<file path="src/rtl/mw_eeprom_pkg.sv">
package mw_eeprom_pkg;
  localparam int WORD_W   = 16;
  localparam int RX_BITS  = WORD_W + 1;
  localparam int LEAD_W   = 3;

  localparam logic [1:0] OPC_READ    = 2'b10;
  localparam logic [1:0] OPC_WRITE   = 2'b01;
  localparam logic [1:0] OPC_SPECIAL = 2'b00;
  localparam logic [1:0] SPEC_WREN   = 2'b11;
  localparam logic [1:0] SPEC_WRDIS  = 2'b00;

  typedef enum logic [2:0] {
    S_IDLE, S_TX, S_RX, S_GAP, S_POLL, S_RST, S_FETCH, S_FIN
  } mw_state_e;

  typedef enum logic [1:0] {
    K_RD, K_WR, K_EN, K_DIS
  } mw_kind_e;
endpackage

</file>
<file path="src/rtl/mw_slot_timer.sv">
module mw_slot_timer #(
  parameter int LO_CYC = 25,
  parameter int HI_CYC = 75
) (
  input  logic clk,
  input  logic rst,
  input  logic run,
  input  logic pulse_en,
  output logic sk,
  output logic slot_end
);
  localparam int TOT = LO_CYC + HI_CYC;
  localparam int CW  = $clog2(TOT + 1);

  logic [CW-1:0] cnt;
  logic          last;

  assign last     = (cnt == CW'(TOT - 1));
  assign slot_end = run && last;

  always_ff @(posedge clk) begin
    if (rst || !run) begin
      cnt <= '0;
      sk  <= 1'b0;
    end else begin
      cnt <= last ? '0 : cnt + CW'(1);
      sk  <= pulse_en && !last && ((cnt + CW'(1)) >= CW'(LO_CYC));
    end
  end


  hi_start_chk: assert property (@(posedge clk) disable iff (rst)
    $rose(sk) |-> cnt == CW'(LO_CYC));


  cnt_range_chk: assert property (@(posedge clk) disable iff (rst)
    cnt < CW'(TOT));
endmodule

</file>
<file path="src/rtl/mw_tx_shifter.sv">
module mw_tx_shifter #(
  parameter int W  = 25,
  parameter int LW = 5
) (
  input  logic          clk,
  input  logic          rst,
  input  logic          load,
  input  logic [W-1:0]  load_bits,
  input  logic [LW-1:0] load_len,
  input  logic          shift,
  output logic          msb,
  output logic          last
);
  logic [W-1:0]  sr;
  logic [LW-1:0] remain;

  assign msb  = sr[W-1];
  assign last = (remain == LW'(1));

  always_ff @(posedge clk) begin
    if (rst) begin
      sr     <= '0;
      remain <= '0;
    end else if (load) begin
      sr     <= load_bits;
      remain <= load_len;
    end else if (shift) begin
      sr     <= {sr[W-2:0], 1'b0};
      remain <= (remain == '0) ? '0 : remain - LW'(1);
    end
  end


  load_shift_excl_chk: assert property (@(posedge clk) disable iff (rst)
    !(load && shift));


  shift_in_frame_chk: assert property (@(posedge clk) disable iff (rst)
    shift |-> remain != '0);
endmodule

</file>
<file path="src/rtl/mw_eeprom_ctrl.sv">
module mw_eeprom_ctrl
  import mw_eeprom_pkg::*;
#(
  parameter int ADDR_W   = 6,
  parameter int LO_CYC   = 25,
  parameter int HI_CYC   = 75,
  parameter int POLL_MAX = 16384
) (
  input  logic              clk,
  input  logic              rst,
  input  logic              req_valid,
  input  logic              req_write,
  input  logic [ADDR_W-1:0] req_addr,
  input  logic [ADDR_W:0]   req_count,
  output logic              req_ready,
  input  logic [WORD_W-1:0] wr_data,
  input  logic              wr_valid,
  output logic              wr_ready,
  output logic [WORD_W-1:0] rd_data,
  output logic              rd_valid,
  output logic              done,
  output logic              err,
  output logic              ee_cs,
  output logic              ee_clk,
  output logic              ee_dout,
  input  logic              ee_din
);
  localparam int FW    = LEAD_W + ADDR_W + WORD_W;
  localparam int LW    = $clog2(FW + 1);
  localparam int CNT_W = ADDR_W + 1;
  localparam int PW    = $clog2(POLL_MAX + 1);
  localparam int RXC_W = $clog2(RX_BITS + 1);
  localparam logic [LW-1:0]     CMD_LEN  = LW'(LEAD_W + ADDR_W);
  localparam logic [LW-1:0]     FULL_LEN = LW'(FW);
  localparam logic [ADDR_W-1:0] EN_FIELD = ADDR_W'(SPEC_WREN) << (ADDR_W - 2);
  localparam logic [ADDR_W-1:0] DIS_FIELD = ADDR_W'(SPEC_WRDIS) << (ADDR_W - 2);

  mw_state_e         state;
  mw_kind_e          kind;
  logic [ADDR_W-1:0] cur_addr;
  logic [CNT_W-1:0]  left;
  logic [PW-1:0]     poll_cnt;
  logic [RXC_W-1:0]  rx_cnt;
  logic [WORD_W-1:0] rx_sr;

  logic              run, pulse_en, slot_end;
  logic              ld, tx_last, shift;
  logic [FW-1:0]     ld_bits;
  logic [LW-1:0]     ld_len;

  function automatic logic [FW-1:0] mk_frame(input logic [1:0] opc,
                                             input logic [ADDR_W-1:0] a,
                                             input logic [WORD_W-1:0] d);
    return {1'b1, opc, a, d};
  endfunction

  assign run      = (state == S_TX) || (state == S_RX) || (state == S_GAP) ||
                    (state == S_POLL) || (state == S_RST);
  assign pulse_en = (state != S_GAP);
  assign shift    = (state == S_TX) && slot_end;
  assign req_ready = (state == S_IDLE);
  assign wr_ready  = (state == S_FETCH);

  mw_slot_timer #(.LO_CYC(LO_CYC), .HI_CYC(HI_CYC)) u_timer (
    .clk(clk), .rst(rst), .run(run), .pulse_en(pulse_en),
    .sk(ee_clk), .slot_end(slot_end)
  );

  mw_tx_shifter #(.W(FW), .LW(LW)) u_shift (
    .clk(clk), .rst(rst), .load(ld), .load_bits(ld_bits), .load_len(ld_len),
    .shift(shift), .msb(ee_dout), .last(tx_last)
  );

  // Frame launch: which frame is loaded into the shifter, and when.
  always_comb begin
    ld      = 1'b0;
    ld_bits = '0;
    ld_len  = CMD_LEN;
    case (state)
      S_IDLE: if (req_valid && (req_count != '0)) begin
        ld      = 1'b1;
        ld_bits = req_write ? mk_frame(OPC_SPECIAL, EN_FIELD, '0)
                            : mk_frame(OPC_READ, req_addr, '0);
      end
      S_FETCH: if (wr_valid) begin
        ld      = 1'b1;
        ld_bits = mk_frame(OPC_WRITE, cur_addr, wr_data);
        ld_len  = FULL_LEN;
      end
      S_RST: if (slot_end) begin
        if (kind == K_RD && left != CNT_W'(1)) begin
          ld      = 1'b1;
          ld_bits = mk_frame(OPC_READ, cur_addr + ADDR_W'(1), '0);
        end else if (kind == K_WR && (err || left == CNT_W'(1))) begin
          ld      = 1'b1;
          ld_bits = mk_frame(OPC_SPECIAL, DIS_FIELD, '0);
        end
      end
      default: ;
    endcase
  end

  always_ff @(posedge clk) begin
    if (rst) begin
      state    <= S_IDLE;
      kind     <= K_RD;
      cur_addr <= '0;
      left     <= '0;
      poll_cnt <= '0;
      rx_cnt   <= '0;
      rx_sr    <= '0;
      rd_data  <= '0;
      rd_valid <= 1'b0;
      done     <= 1'b0;
      err      <= 1'b0;
      ee_cs    <= 1'b0;
    end else begin
      rd_valid <= 1'b0;
      done     <= 1'b0;
      case (state)
        S_IDLE: if (req_valid) begin
          cur_addr <= req_addr;
          left     <= req_count;
          err      <= 1'b0;
          if (req_count == '0) begin
            state <= S_FIN;
          end else begin
            kind  <= req_write ? K_EN : K_RD;
            ee_cs <= 1'b1;
            state <= S_TX;
          end
        end
        S_TX: if (slot_end && tx_last) begin
          case (kind)
            K_RD: begin
              state  <= S_RX;
              rx_cnt <= '0;
            end
            K_WR: begin
              state <= S_GAP;
              ee_cs <= 1'b0;
            end
            default: begin
              state <= S_RST;
              ee_cs <= 1'b0;
            end
          endcase
        end
        S_RX: if (slot_end) begin
          rx_sr  <= {rx_sr[WORD_W-2:0], ee_din};
          rx_cnt <= rx_cnt + RXC_W'(1);
          if (rx_cnt == RXC_W'(RX_BITS - 1)) begin
            rd_data  <= {rx_sr[WORD_W-2:0], ee_din};
            rd_valid <= 1'b1;
            state    <= S_RST;
            ee_cs    <= 1'b0;
          end
        end
        S_GAP: if (slot_end) begin
          state    <= S_POLL;
          ee_cs    <= 1'b1;
          poll_cnt <= '0;
        end
        S_POLL: if (slot_end) begin
          if (ee_din) begin
            state <= S_RST;
            ee_cs <= 1'b0;
          end else if (poll_cnt == PW'(POLL_MAX - 1)) begin
            err   <= 1'b1;
            state <= S_RST;
            ee_cs <= 1'b0;
          end else begin
            poll_cnt <= poll_cnt + PW'(1);
          end
        end
        S_RST: if (slot_end) begin
          case (kind)
            K_DIS: state <= S_FIN;
            K_EN:  state <= S_FETCH;
            K_RD: begin
              if (left == CNT_W'(1)) begin
                state <= S_FIN;
              end else begin
                left     <= left - CNT_W'(1);
                cur_addr <= cur_addr + ADDR_W'(1);
                ee_cs    <= 1'b1;
                state    <= S_TX;
              end
            end
            default: begin
              if (err || left == CNT_W'(1)) begin
                kind  <= K_DIS;
                ee_cs <= 1'b1;
                state <= S_TX;
              end else begin
                left     <= left - CNT_W'(1);
                cur_addr <= cur_addr + ADDR_W'(1);
                state    <= S_FETCH;
              end
            end
          endcase
        end
        S_FETCH: if (wr_valid) begin
          kind  <= K_WR;
          ee_cs <= 1'b1;
          state <= S_TX;
        end
        S_FIN: begin
          done  <= 1'b1;
          state <= S_IDLE;
        end
        default: state <= S_IDLE;
      endcase
    end
  end


  cs_dout_hold_chk: assert property (@(posedge clk) disable iff (rst)
    ee_clk |-> $stable(ee_cs) && $stable(ee_dout));


  gap_no_clock_chk: assert property (@(posedge clk) disable iff (rst)
    (state == S_GAP) |-> !ee_clk && !ee_cs);


  poll_bound_chk: assert property (@(posedge clk) disable iff (rst)
    (state == S_POLL) |-> poll_cnt < PW'(POLL_MAX));


  done_pulse_chk: assert property (@(posedge clk) disable iff (rst)
    done |=> !done);


  rd_strobe_cs_chk: assert property (@(posedge clk) disable iff (rst)
    rd_valid |-> !ee_cs && !rd_valid_q);


  wr_accept_chk: assert property (@(posedge clk) disable iff (rst)
    (wr_valid && wr_ready) |=> ee_cs && ee_dout && !wr_ready);

  logic rd_valid_q;
  always_ff @(posedge clk) begin
    if (rst) rd_valid_q <= 1'b0;
    else     rd_valid_q <= rd_valid;
  end
endmodule

</file>
<file path="config.mk">
export PLATFORM = sky130hd
export DESIGN_NAME = mw_eeprom_ctrl
export DESIGN_NICKNAME = d
export VERILOG_FILES = /design/src/rtl/mw_eeprom_pkg.sv /design/src/rtl/mw_slot_timer.sv /design/src/rtl/mw_tx_shifter.sv /design/src/rtl/mw_eeprom_ctrl.sv
export SDC_FILE = /design/constraint.sdc
export NUM_CORES = 1
export LEC_CHECK = 0
export ABC_AREA = 1
export ABC_CLOCK_PERIOD_IN_PS = 1600
export CORE_UTILIZATION = 52
export CTS_CLUSTER_DIAMETER = 60
export CTS_CLUSTER_SIZE = 16
export DETAILED_ROUTE_END_ITERATION = 8
export PLACE_DENSITY = 0.88
export SYNTH_ARGS = -nofsm -noshare
export SYNTH_HDL_FRONTEND = slang
export SYNTH_SLANG_ARGS = --single-unit
</file>
<file path="constraint.sdc">
create_clock -name clk -period 1.6 [get_ports clk]
set_input_delay 0.24 -clock clk [delete_from_list [all_inputs] [get_ports clk]]
set_output_delay 0.24 -clock clk [all_outputs]
set_load 0.01 [all_outputs]
</file>
==> Word-level counts from Yosys, hierarchy flattened <==
Index checks and enable logic that the tools add are counted.
W data, S select, Z words.
{ "classes": {"muxes": 88, "n_addsub": 6, "order_cmp": 1, "eq_ne": 38, "n_reduce_logical": 41, "bitwise": 2} }
{ "op_table": {"columns": ["operator", "n"], "rows": [
  ["$mux W25", 7],
  ["$pmux W25 S3", 1],
  ["$mux W15", 4],
  ["$mux W5", 8],
  ["$mux W3", 13],
  ["$pmux W15 S2", 1],
  ["$mux W7", 4],
  ["$pmux W7 S2", 2],
  ["$mux W1", 25],
  ["$mux W24", 1],
  ["$mux W6", 4],
  ["$ne A2 B2 Y1 const B", 12],
  ["$pmux W3 S8", 1],
  ["$pmux W6 S2", 2],
  ["$add A15 B1 Y15 const B", 1],
  ["$eq A15 B14 Y1 const B", 1],
  ["$reduce_and A15 Y1", 1],
  ["$mux W2", 7],
  ["$reduce_bool A7 Y1", 2],
  ["$eq A3 B3 Y1 const B", 4],
  ["$ne A2 B1 Y1 const B", 5],
  ["$pmux W5 S2", 1],
  ["$reduce_and A5 Y1", 2],
  ["$reduce_bool A2 Y1", 5],
  ["41 further kinds", 62]
]} }
{ "word_totals": {"wordCells": 192, "in_bits": 35, "regBits": 111, "out_inout_bits": 24} }

==> Longest topological paths before layout <==
{ "logic_depth": {"ltp_word": 9, "ltp_mapped": 14, "ltp_nobuf": 13} }

==> By module <==
From an unflattened synthesis, not the netlist that was laid out.
{ "hier_totals": {"cells_unflattened": 927, "area_unflattened_um2": 6155.9} }
{ "by_module_without_submodules": {"columns": ["module", "cells_each", "n_inst", "area_per_inst_um2", "seq_area_each_um2"], "rows": [
  ["mw_eeprom_ctrl", 663, 1, 4302.9, 1461.4],
  ["mw_tx_shifter", 207, 1, 1438.9, 600.6],
  ["mw_slot_timer", 57, 1, 414.1, 160.2]
]} }

==> Worst setup path before layout <==
Ideal clock, no wire load.
{ "synth_timing": {"path_kind": "flip-flop to flip-flop", "start": "reg kind[0]", "end": "reg cur_addr[2]", "path_stages_with_launch": 11, "path_buffers": 1, "setup_ns": 0.116, "setup_slack_ns": -0.150, "synth_period_minus_slack_ns": 1.750, "t_required_ns": 1.484, "t_arrival_ns": 1.635, "path_cell_list": "dfxtp_1 > inv_1 > ha_1 > or2_2 > nand2_1 > nand3_1 > nor2_1 > nand2_1 > buf_2 > o21ai_0 > nor2_1"} }
{ "synth_via": {"elab_chain_len": 5, "elab_cells_between_ends": 11, "classes_between": "eq/ne: 5; mux: 3; reduce/logical: 3"} }
{ "synth_rtl": {"columns": ["item", "line_no", "rtl"], "rows": [
  ["start: declaration", "mw_eeprom_ctrl.sv:39", "mw_kind_e kind;"],
  ["start signal: assignment", "mw_eeprom_ctrl.sv:128", "kind <= req_write ? K_EN : K_RD;"],
  ["$eq A2 B2 Y1", "mw_eeprom_ctrl.sv:177", "case (kind)"],
  ["$reduce_or A2 Y1 (no source line)", null, null],
  ["$pmux W6 S2", "mw_eeprom_ctrl.sv:177", null],
  ["$mux W6", "mw_eeprom_ctrl.sv:176", "S_RST: if (slot_end) begin"],
  ["$pmux W6 S2", "mw_eeprom_ctrl.sv:120", "case (state)"],
  ["end signal: assignment", "mw_eeprom_ctrl.sv:122", "cur_addr <= req_addr;"],
  ["end signal: assignment", "mw_eeprom_ctrl.sv:185", "cur_addr <= cur_addr + ADDR_W'(1);"],
  ["end signal: assignment", "mw_eeprom_ctrl.sv:197", "cur_addr <= cur_addr + ADDR_W'(1);"],
  ["end: declaration", "mw_eeprom_ctrl.sv:40", "logic [ADDR_W-1:0] cur_addr;"]
]} }
Several ways; a longest one is shown, not always the timed one. The select of a mux whose other input is x is not followed.
A chain may end at the register's enable or synchronous reset.

==> Final worst setup path <==
{ "layout_timing": {"start": "reg left[5]", "end": "reg left[5]"} }
{ "layout_via": {"elab_chain_len": 5, "elab_cells_between_ends": 11, "classes_between": "add/sub: 1; eq/ne: 3; mux: 5; reduce/logical: 2"} }
{ "layout_rtl": {"columns": ["item", "line_no", "rtl"], "rows": [
  ["start: declaration", "mw_eeprom_ctrl.sv:41", "logic [CNT_W-1:0] left;"],
  ["start signal: assignment", "mw_eeprom_ctrl.sv:123", "left <= req_count;"],
  ["start signal: assignment", "mw_eeprom_ctrl.sv:184", "left <= left - CNT_W'(1);"],
  ["start signal: assignment", "mw_eeprom_ctrl.sv:196", "left <= left - CNT_W'(1);"],
  ["$sub A7 B1 Y7", "mw_eeprom_ctrl.sv:184, mw_eeprom_ctrl.sv:196", null],
  ["$mux W7 (on tied branches)", "mw_eeprom_ctrl.sv:191, mw_eeprom_ctrl.sv:181", null],
  ["$pmux W7 S2", "mw_eeprom_ctrl.sv:177", null],
  ["$mux W7", "mw_eeprom_ctrl.sv:176", null],
  ["$pmux W7 S2", "mw_eeprom_ctrl.sv:120", null]
]} }
Several ways; a longest one is shown, not always the timed one. The select of a mux whose other input is x is not followed.

==> flow_summary.json <==
{
  "cp_cell_sequence": "nor2_1 -> nand3_4 -> nand2_4 -> buf_4 -> nand3_2 -> nand2_4 -> buf_6 -> nand2_1 -> a21oi_1",
  "reg2regPathDepth": 9,
  "p_per_area_mw_per_mm2": 1510,
  "cp.depth": 9,
  "placed_cells": 1178,
  "num_rows": 38,
  "seqPwrFrac_pct": 27.1,
  "ys.warnings.count": 0,
  "fp.dieH_um": 109,
  "synth_top_family_by_area": "simple AND/OR/NAND/NOR gates",
  "final_cells": 1233,
  "yosysSeqAreaShare_pct": 37.5,
  "finalSetupTns_ns": -21.99,
  "synth-seq-cells": 111,
  "cp_max_fo": 6,
  "met2_usage_pct": 60.1,
  "p_comb_share_pct": 54.8,
  "synth_simple_gate_area_share_pct": 35.2,
  "fin_skew_ns": 0.0156,
  "fin_ws_ns": -0.870,
  "clock_sinks": 111,
  "gp_congestion": 0.884,
  "clock_latency_ns": 0.38,
  "h-tree-depth": 3,
  "cts_root_buf": "clkbuf_16",
  "synth.area.mux_share_pct": 0.359,
  "grt_util_met1_pct": 39.1,
  "syn_to_final_growth_pct": 56.3,
  "io_pins": 59,
  "initial_core_util_pct": 53.9,
  "place.detailed.hpwl_um": 10900,
  "swShare_pct": 46.2,
  "slew_headroom_pct": 52.5,
  "grt_usage_pct": 34.9,
  "arrival_ns": 2.68,
  "yosys.area_share.xor_xnor_pct": 3.11,
  "synth_fp_nets": 958,
  "clock.fmax_ghz": 0.405,
  "fillers": 516,
  "internal_power_mw": 7.53,
  "cts_hold_buf": 0,
  "portBuffers": 58,
  "hold_depth": 3,
  "drt-wirelength-per-cell_um": 23.9,
  "cap_violations": 0,
  "worstMarginPinSlew_ns": 0.713,
  "n_antenna_cell": 0,
  "synthDistinctLibCells": 39,
  "rsz0062_at_grt": "true",
  "fp.dieW_um": 109,
  "worstPathRequired_ns": 1.81,
  "cts_tree": "done",
  "status": "finished, violations left",
  "path_clk_slew_ns": 0.09,
  "finalCritPeriodShare_pct": 154,
  "totalPowerFinal_mw": 14.0,
  "grt_max_degree": 20,
  "failed_checks": "design-rule violations, negative setup slack",
  "p_leak_nw": 4.02,
  "setup_violations": 95,
  "max-vdd-ir-drop_uv": 816,
  "numCtsBuffers": 9,
  "start_kind": "register",
  "final_core_utilization_pct": 84.3,
  "worst_hold_path_type": "in2reg",
  "drt_first_iter_violations": 1488,
  "mappedNetlistArea_mm2": 0.00592,
  "fin_crit_ns": 2.47,
  "end_kind": "register",
  "grt_pass1_vias": 6980,
  "coreArea_mm2": 0.0110,
  "final_common_cell": "nand2_1",
  "hold_violations": 0,
  "crit_type": "reg2reg",
  "drc": 22,
  "dieArea_mm2": 0.0118,
  "cts_buffer_depth": 2,
  "drtPass1Iterations": 9,
  "layout_common_cells": "nand2_1 (178), nor2_1 (138), buf_4 (114)",
  "grt_first_pass_wirelength_um": 32600,
  "syn_inst": 906,
  "cpPeakStageDelay_ns": 0.56,
  "drv_slew": 0,
  "clockPowerShare_pct": 18.1,
  "cpMostUsedCell": "nand2_4",
  "nets": 1140,
  "gr-usage-met3_pct": 6.63,
  "vias_per_cell": 6.63,
  "p_sw_mw": 6.46,
  "antenna_found_initial": 1,
  "avgSynthCellArea_um2": 6.54,
  "num_vias": 8177,
  "grt_overflow": 0,
  "synth_compound_area_share_pct": 11.8,
  "path_buf_inv": 2,
  "crit_family": "simple AND/OR/NAND/NOR gates",
  "cpMaxStageDelayCell": "a21oi_1",
  "synth_adder_area_share_pct": 3.59,
  "hold_slack_ns": 0.437,
  "top_usage_layer": "met2",
  "drt-total-wl_um": 29400,
  "layout-drive-gt1-share_pct": 37.1,
  "antenna_left": 0
}
[per-layer routing]
layer | part of all wire, % | wire [um] | up-vias
li1 | - | - | 3238
met1 | 32 | 9500 | 3650
met2 | 43 | 12600 | 899
met3 | 14 | 4090 | 388
met4 | 11 | 3250 | 2
met5 | 0.024 | 7 | -
[area by class of cell]
cell class | count | area (um^2) | area share (%)
Tap cell | 140 | 175 | 1.89
Sequential cell | 111 | 2250 | 24.3
Multi-Input combinational cell | 677 | 4290 | 46.3
Timing Repair Buffer | 201 | 1850 | 20.0
Clock inverter | 6 | 72.6 | 0.784
Inverter | 86 | 358 | 3.87
Clock buffer | 10 | 239 | 2.58
Timing Repair inverter | 2 | 17.5 | 0.189
[state kept, by name, summed over array words and instances (netlist names)]
| signal | flops |
|---|---|
| u_shift.sr | 25 |
| rd_data | 16 |
| poll_cnt | 15 |
| rx_sr | 15 |
| left | 7 |
| u_timer.cnt | 7 |
| cur_addr | 6 |
| rx_cnt | 5 |
| u_shift.remain | 5 |
| state | 3 |
| kind | 2 |
| done | 1 |
| ee_cs | 1 |
| err | 1 |
| rd_valid | 1 |
| u_timer.sk | 1 |
[power by group through the flow]
stage	logic [mW]	registers, mW	clock network [mW]
floorplan	2.64	3.55	0
global placement	4.00	3.60	0
detailed placement	4.14	3.61	0
CTS	5.34	3.61	2.39
global route	7.83	3.79	2.58
finish	7.66	3.79	2.54
[cell families (layout without fill, tap and decap cells)]
family / count (synthesis) / count (layout)
xor gates and xnor gates: 21 / 21
buffers and inverters: 118 / 305
and+or+nand+nor: 503 / 503
muxes: 2 / 2
AOI/OAI and AO/OA: 134 / 134
DFF: 111 / 111
adders and majority gates: 17 / 17
[stage by stage]
stage	setup WS [ns]	cell area [um^2]
5_1_grt	-0.866	9260
2_1_floorplan	0.000652	5990
4_1_cts	-0.0609	8300
6_report	-0.870	9260
3_5_place_dp	-0.384	7380
3_3_place_gp	-0.288	7380
[Yosys cell counts (all sizes together)]
cell type	n	area share, %
and2	2	0.21
a31oi	2	0.21
or2	2	0.21
xnor2	9	1.3
nor4	1	0.11
mux2	1	0.19
o31ai	1	0.13
a211oi	1	0.13
o2111ai	1	0.15
mux2i	1	0.17
inv	84	5.3
nor3b	2	0.25
buf	21	2.3
xor2	12	1.8
nand2	231	15
nor3	11	0.93
o21ai	84	7.2
clkinv	2	0.13
ha	17	3.6
nand4	11	1.2
a21oi	40	3.4
clkbuf	11	0.70
dfxtp	111	38
nor2	181	12
o211ai	1	0.13
nand3	62	5.4
a31o	1	0.15
o22ai	1	0.11
o21bai	2	0.25
[worst min-delay path, cell delays in order]
cell	delay, ns
clkdlybuf4s50_1	0.40
nand2_1	0.07
a21oi_1	0.06
[repair_timing]
action / CTS / global route
hold endpoints to repair: 0 / 0
setup buffers: 18 / 21
gates resized for setup: 134 / 233
gates cloned: 4 / 3
endpoints found under the setup margin: 84 / 110
pin swaps: 36 / 80
[final timing paths]
kind	end	slack (ns)	from
hold / removal	u_shift.sr[0]	0.44	wr_data[0]
setup reg to reg	left[5]	-0.87	left[5]
setup / recovery	left[5]	-0.87	left[5]
hold reg to reg	rd_data[5]	0.47	rd_data[5]
Note: power is estimated with default switching activity, not from simulation.
